File: src/rtl/can_err_pkg.sv
package can_err_pkg;

  typedef enum logic [2:0] {
    EVC_CLEAN = 3'd0,
    EVC_STUFF = 3'd1,
    EVC_FORM  = 3'd2,
    EVC_ACK   = 3'd3,
    EVC_BIT1  = 3'd4,
    EVC_BIT0  = 3'd5,
    EVC_CRC   = 3'd6,
    EVC_IDLE  = 3'd7
  } evcode_e;

  localparam int SB_OFF  = 7;
  localparam int SB_WARN = 6;
  localparam int SB_PASS = 5;
  localparam int SB_RXOK = 4;
  localparam int SB_TXOK = 3;

  localparam int EVC_W = 3;

  typedef struct packed {
    logic off;
    logic warn;
    logic pass;
  } conf_t;

endpackage

File: src/rtl/can_err_counter.sv
module can_err_counter #(
  parameter int W    = 9,
  parameter int STEP = 8,
  parameter int CAP  = 263
) (
  input  logic         clk,
  input  logic         rst,
  input  logic         clr,
  input  logic         freeze,
  input  logic         bump,
  input  logic         drop,
  output logic [W-1:0] cnt_q,
  output logic [W-1:0] cnt_d
);
  localparam logic [W:0] STEP_V = (W+1)'(STEP);
  localparam logic [W:0] CAP_V  = (W+1)'(CAP);

  logic [W:0] sum;

  always_comb begin
    sum   = {1'b0, cnt_q} + STEP_V;
    cnt_d = cnt_q;
    if (clr) begin
      cnt_d = '0;
    end else if (!freeze) begin
      if (bump) begin
        cnt_d = (sum > CAP_V) ? CAP_V[W-1:0] : sum[W-1:0];
      end else if (drop && cnt_q != '0) begin
        cnt_d = cnt_q - 1'b1;
      end
    end
  end

  always_ff @(posedge clk) begin
    if (rst) cnt_q <= '0;
    else     cnt_q <= cnt_d;
  end
endmodule

File: src/rtl/can_err_confine.sv
module can_err_confine
  import can_err_pkg::*;
#(
  parameter int TW       = 9,
  parameter int RW       = 8,
  parameter int WARN_LVL = 96,
  parameter int PASS_LVL = 127,
  parameter int OFF_LVL  = 255
) (
  input  logic          clk,
  input  logic          rst,
  input  logic [TW-1:0] tec_d,
  input  logic [RW-1:0] rec_d,
  input  logic          recover,
  input  logic          ack,
  output conf_t         conf_q,
  output logic          pend_q
);
  conf_t conf_d;
  logic  changed;

  always_comb begin
    conf_d.warn = (int'(tec_d) >= WARN_LVL) || (int'(rec_d) >= WARN_LVL);
    conf_d.pass = (int'(tec_d) >  PASS_LVL) || (int'(rec_d) >  PASS_LVL);
    conf_d.off  = recover ? 1'b0 : (conf_q.off || (int'(tec_d) > OFF_LVL));
    changed     = (conf_d != conf_q);
  end

  always_ff @(posedge clk) begin
    if (rst) begin
      conf_q <= '0;
      pend_q <= 1'b0;
    end else begin
      conf_q <= conf_d;
      if (changed)  pend_q <= 1'b1;
      else if (ack) pend_q <= 1'b0;
    end
  end
endmodule

File: src/rtl/can_err_status.sv
module can_err_status
  import can_err_pkg::*;
(
  input  logic             clk,
  input  logic             rst,
  input  logic             tx_ok,
  input  logic             rx_ok,
  input  logic             err,
  input  logic [EVC_W-1:0] err_code,
  input  logic             host_wr,
  input  logic [EVC_W-1:0] host_code,
  output logic [EVC_W-1:0] code_q,
  output logic             txok_q,
  output logic             rxok_q
);
  always_ff @(posedge clk) begin
    if (rst) begin
      code_q <= EVC_CLEAN;
      txok_q <= 1'b0;
      rxok_q <= 1'b0;
    end else begin
      if (err)                 code_q <= err_code;
      else if (tx_ok || rx_ok) code_q <= EVC_CLEAN;
      else if (host_wr)        code_q <= host_code;

      if (tx_ok)        txok_q <= 1'b1;
      else if (host_wr) txok_q <= 1'b0;

      if (rx_ok)        rxok_q <= 1'b1;
      else if (host_wr) rxok_q <= 1'b0;
    end
  end
endmodule

File: src/rtl/can_err_tracker.sv
module can_err_tracker
  import can_err_pkg::*;
#(
  parameter int WARN_LVL = 96,
  parameter int PASS_LVL = 127,
  parameter int OFF_LVL  = 255,
  parameter int TX_STEP  = 8,
  parameter int RX_STEP  = 1
) (
  input  logic        clk,
  input  logic        rst,
  input  logic        ev_tx_ok_i,
  input  logic        ev_rx_ok_i,
  input  logic        ev_err_i,
  input  logic [2:0]  ev_err_code_i,
  input  logic        ev_err_tx_i,
  input  logic        recover_i,
  input  logic        host_wr_i,
  input  logic [7:0]  host_wdata_i,
  output logic [7:0]  status_o,
  output logic [15:0] errcnt_o,
  output logic [15:0] int_reg_o,
  output logic        irq_o
);
  localparam int TEC_CAP = OFF_LVL + TX_STEP;
  localparam int REC_CAP = PASS_LVL + 1;
  localparam int TW      = $clog2(TEC_CAP + 1);
  localparam int RW      = $clog2(REC_CAP + 1);

  logic [TW-1:0]    tec_q, tec_d;
  logic [RW-1:0]    rec_q, rec_d;
  conf_t            conf;
  logic             pend;
  logic [EVC_W-1:0] code;
  logic             txok, rxok;

  can_err_counter #(.W(TW), .STEP(TX_STEP), .CAP(TEC_CAP)) u_tec (
    .clk(clk), .rst(rst), .clr(recover_i), .freeze(conf.off),
    .bump(ev_err_i && ev_err_tx_i), .drop(ev_tx_ok_i),
    .cnt_q(tec_q), .cnt_d(tec_d)
  );

  can_err_counter #(.W(RW), .STEP(RX_STEP), .CAP(REC_CAP)) u_rec (
    .clk(clk), .rst(rst), .clr(recover_i), .freeze(conf.off),
    .bump(ev_err_i && !ev_err_tx_i), .drop(ev_rx_ok_i),
    .cnt_q(rec_q), .cnt_d(rec_d)
  );

  can_err_confine #(
    .TW(TW), .RW(RW), .WARN_LVL(WARN_LVL), .PASS_LVL(PASS_LVL), .OFF_LVL(OFF_LVL)
  ) u_conf (
    .clk(clk), .rst(rst), .tec_d(tec_d), .rec_d(rec_d),
    .recover(recover_i), .ack(host_wr_i), .conf_q(conf), .pend_q(pend)
  );

  can_err_status u_stat (
    .clk(clk), .rst(rst), .tx_ok(ev_tx_ok_i), .rx_ok(ev_rx_ok_i),
    .err(ev_err_i), .err_code(ev_err_code_i), .host_wr(host_wr_i),
    .host_code(host_wdata_i[EVC_W-1:0]), .code_q(code), .txok_q(txok), .rxok_q(rxok)
  );

  always_comb begin
    status_o            = '0;
    status_o[SB_OFF]    = conf.off;
    status_o[SB_WARN]   = conf.warn;
    status_o[SB_PASS]   = conf.pass;
    status_o[SB_RXOK]   = rxok;
    status_o[SB_TXOK]   = txok;
    status_o[EVC_W-1:0] = code;

    errcnt_o[7:0]   = (int'(tec_q) > 255) ? 8'hFF : tec_q[7:0];
    errcnt_o[14:8]  = rec_q[6:0];
    errcnt_o[15]    = (int'(rec_q) > PASS_LVL);

    int_reg_o = {pend, 15'b0};
    irq_o     = pend;
  end
endmodule

File: config.mk
export PLATFORM = sky130hd
export DESIGN_NAME = can_err_tracker
export DESIGN_NICKNAME = d
export VERILOG_FILES = /design/src/rtl/can_err_pkg.sv /design/src/rtl/can_err_counter.sv /design/src/rtl/can_err_confine.sv /design/src/rtl/can_err_status.sv /design/src/rtl/can_err_tracker.sv
export SDC_FILE = /design/constraint.sdc
export NUM_CORES = 1
export LEC_CHECK = 0
export BUFFER_PORTS_ARGS = -buffer_cell sky130_fd_sc_hd__buf_2
export CAP_MARGIN = 20
export CORE_UTILIZATION = 42
export DETAILED_ROUTE_END_ITERATION = 8
export PLACE_DENSITY = 0.75
export REMOVE_ABC_BUFFERS = 1
export SYNTH_ARGS = -nofsm -noshare
export SYNTH_HDL_FRONTEND = slang
export SYNTH_SLANG_ARGS = --single-unit
File: constraint.sdc
create_clock -name clk -period 4.35 [get_ports clk]
set_clock_uncertainty 0.2 [all_clocks]
set_input_delay 0.6525 -clock clk [delete_from_list [all_inputs] [get_ports clk]]
set_output_delay 0.6525 -clock clk [all_outputs]
set_load 0.005 [all_outputs]
==> metrics <==
outcome=complete, no violations; Worst EP required=4310 ps; initial antenna violation count=0; I/O pins=60; Pins Over Slew Limit=0; Initial Util=44.0%; area of the mapped netlist=2270 sq um; Die X=75.6 um; count of final hold-check violations=0; design area=2410 sq um; placed instance area=2340 sq um; CTS clock-pin slew for the worst setup and hold paths=100 ps; number of distinct library cells after synthesis=60; Post-CTS Hold Fix Bufs=0; global-route wire length before repair=8390 um; slew margin rel.=45.4%; Sw Ratio=28.5%; GRT Max-Usage Layer=met2; worst slew pin tran=799 ps; drt wl/cell=13.4 um; Synthesis Warnings=0; grt total ovfl=0; leading area contributor after synthesis=dfxtp_1; residual DRC count=0; antenna-violating nets left=0; number of global-route vias before repair=1,838; Pwr per Cell Area=254 nW/um^2; Hold WC Path Type=register to register; Total GRT Usage=19.0%; Post-synth EDFFs=0; Area contributors post-synth=dfxtp_1, buf_4, nor2_1; postcts setup bufs=0; Sink Count=26; DP HPWL=3860 um; DR iter-0 viols=144; antenna cells=0; FP Rows=26; most frequent cell after synthesis=nor2_1; Psw=175 uW; Flop pwr share=43.5%; Worst setup EP type=register; met1 usage=25.6%; clk buf depth=2; chip height=75.6 um; Post-Route WL=5190 um; Area Overhead vs Synth=6.00%; met3 usage=3.31%; startpoint types=register; gpl congestion=0.879; non-filler cells, final=387; H-tree depth=1; Syn Inst Count=307; number of setup violations in the final report=0; core footprint=5170 sq um; most frequent cells after synthesis=nor2_1, buf_4, dfxtp_1, clkbuf_1, a21oi_1; dpl cells=383; worst-path fanout max=10; CTS tree=built; Clk Latency, worst-skew pair=280 ps; Clk pwr share=33.2%; RSZ-0062 raised after global routing=false; Root Driver=clkbuf_8; register bit total from synthesis=26; leak pwr=0.00104 uW; vias per cell=5.64; largest net degree at the start of global routing=25; 1st-pass router iterations=4; P_int=438 uW; vias=2,183; syn avg cell area=7.41 sq um; Post-synth ARST share=0%; layout cell share with drive strength beyond 1=20.8%; post-route minimum period=3520 ps; fmax=284 MHz; IO buf count=39; crit path DAT=3480 ps; maxcap violations=0; utilization after layout=46.6%; Tcrit/Tclk final=81.0%; post-synthesis sequential area ratio=22.9%; crit path kind=register to register; PostCTS Resize Cnt=0; Final TNS setup=0 ps; Yosys top cell area share=22.9%; Gate power share=23.2%; total clock buffers created by CTS=3; met2 Use GR=31.3%; nets=345; maximum VDD drop=0.000162 V; Total Die Area=5710 sq um; Top FF cell, synth=dfxtp_1
cell families (layout without fill, tap and decap cells):
kind of cell,count (synthesis),in the layout,synth area share (%)
compound gates,85,85,26.7
flops,26,26,22.9
xor+xnor,2,2,0.771
fa+ha+maj,8,8,4.40
simple gates,117,117,27.6
other cells,1,15,0.165
mux,6,6,2.86
buf+inv,62,58,14.5
layout by cell type, fill, tap and decap left out, types with 7 or more instances in the layout:
| cell type | instances |
|---|---|
| conb_1 | 15 |
| nor2_1 | 31 |
| o21ai_0 | 14 |
| or2_2 | 7 |
| inv_1 | 14 |
| and2_1 | 7 |
| nand2_1 | 15 |
| dfxtp_1 | 26 |
| a21oi_1 | 19 |
| buf_2 | 39 |
| nand3_1 | 9 |
| ha_1 | 8 |
| nor3_1 | 10 |
critical path, cell delays in order, from the launching register on:
cell       delay, ps
dfxtp_1          500
inv_1            130
ha_1             220
nor3b_1          160
a2111oi_0        770
a31oi_1          210
a2111oi_0        620
o221a_2          370
or4_1            130
o2111ai_1        100
layer usage:
layer	up-vias	wire length, um
li1	1098	-
met1	990	2460
met2	93	2350
met3	2	351
met4	0	31
met5	-	0
power groups by stage:
stage	sequential [uW]	combinational, uW	clock [uW]
floorplan	269	97.0	0
global placement	271	138	0
detailed placement	272	141	0
CTS	267	142	210
global route	270	159	218
finish	267	142	204
flip-flops by register name, indices dropped and copies added, names as in the netlist:
| register | flops |
|---|---|
| u_conf.pend_q | 1 |
| u_stat.code_q | 3 |
| u_conf.conf_q | 3 |
| u_rec.cnt_q | 8 |
| u_tec.cnt_q | 9 |
| u_stat.txok_q | 1 |
| u_stat.rxok_q | 1 |
layout make-up:
| type | instances | area [sq um] |
|---|---|---|
| Sequential cell | 26 | 520 |
| Timing Repair Buffer | 40 | 203 |
| Clock inverter | 1 | 30.0 |
| Inverter | 14 | 52.6 |
| Multi-Input combinational cell | 233 | 1480 |
| Tap cell | 70 | 87.6 |
| Clock buffer | 3 | 41.3 |
| Fill cell | 526 | 2760 |
through the flow:
step / setup slack (ps) / total power (uW) / hold WS (ps)
final: 828 / 613 / 313
after global routing: 530 / 647 / 358
after CTS: 848 / 619 / 309
after detailed placement: 890 / 413 / 282
after global placement: 967 / 409 / 262
after floorplan: 1280 / 366 / 275
final timing paths:
path,from,end,slack [ps],cells after the start
hold / removal,u_stat.txok_q$_SDFFE_PP0P_,u_stat.txok_q$_SDFFE_PP0P_,310,2
setup reg to reg,u_rec.cnt_q[0]$_SDFF_PP0_,u_conf.pend_q$_SDFFE_PP0P_,830,9
setup / recovery,u_rec.cnt_q[0]$_SDFF_PP0_,u_conf.pend_q$_SDFFE_PP0P_,830,9
hold reg to reg,u_stat.txok_q$_SDFFE_PP0P_,u_stat.txok_q$_SDFFE_PP0P_,310,2
Power figures use the tool's default switching activity.
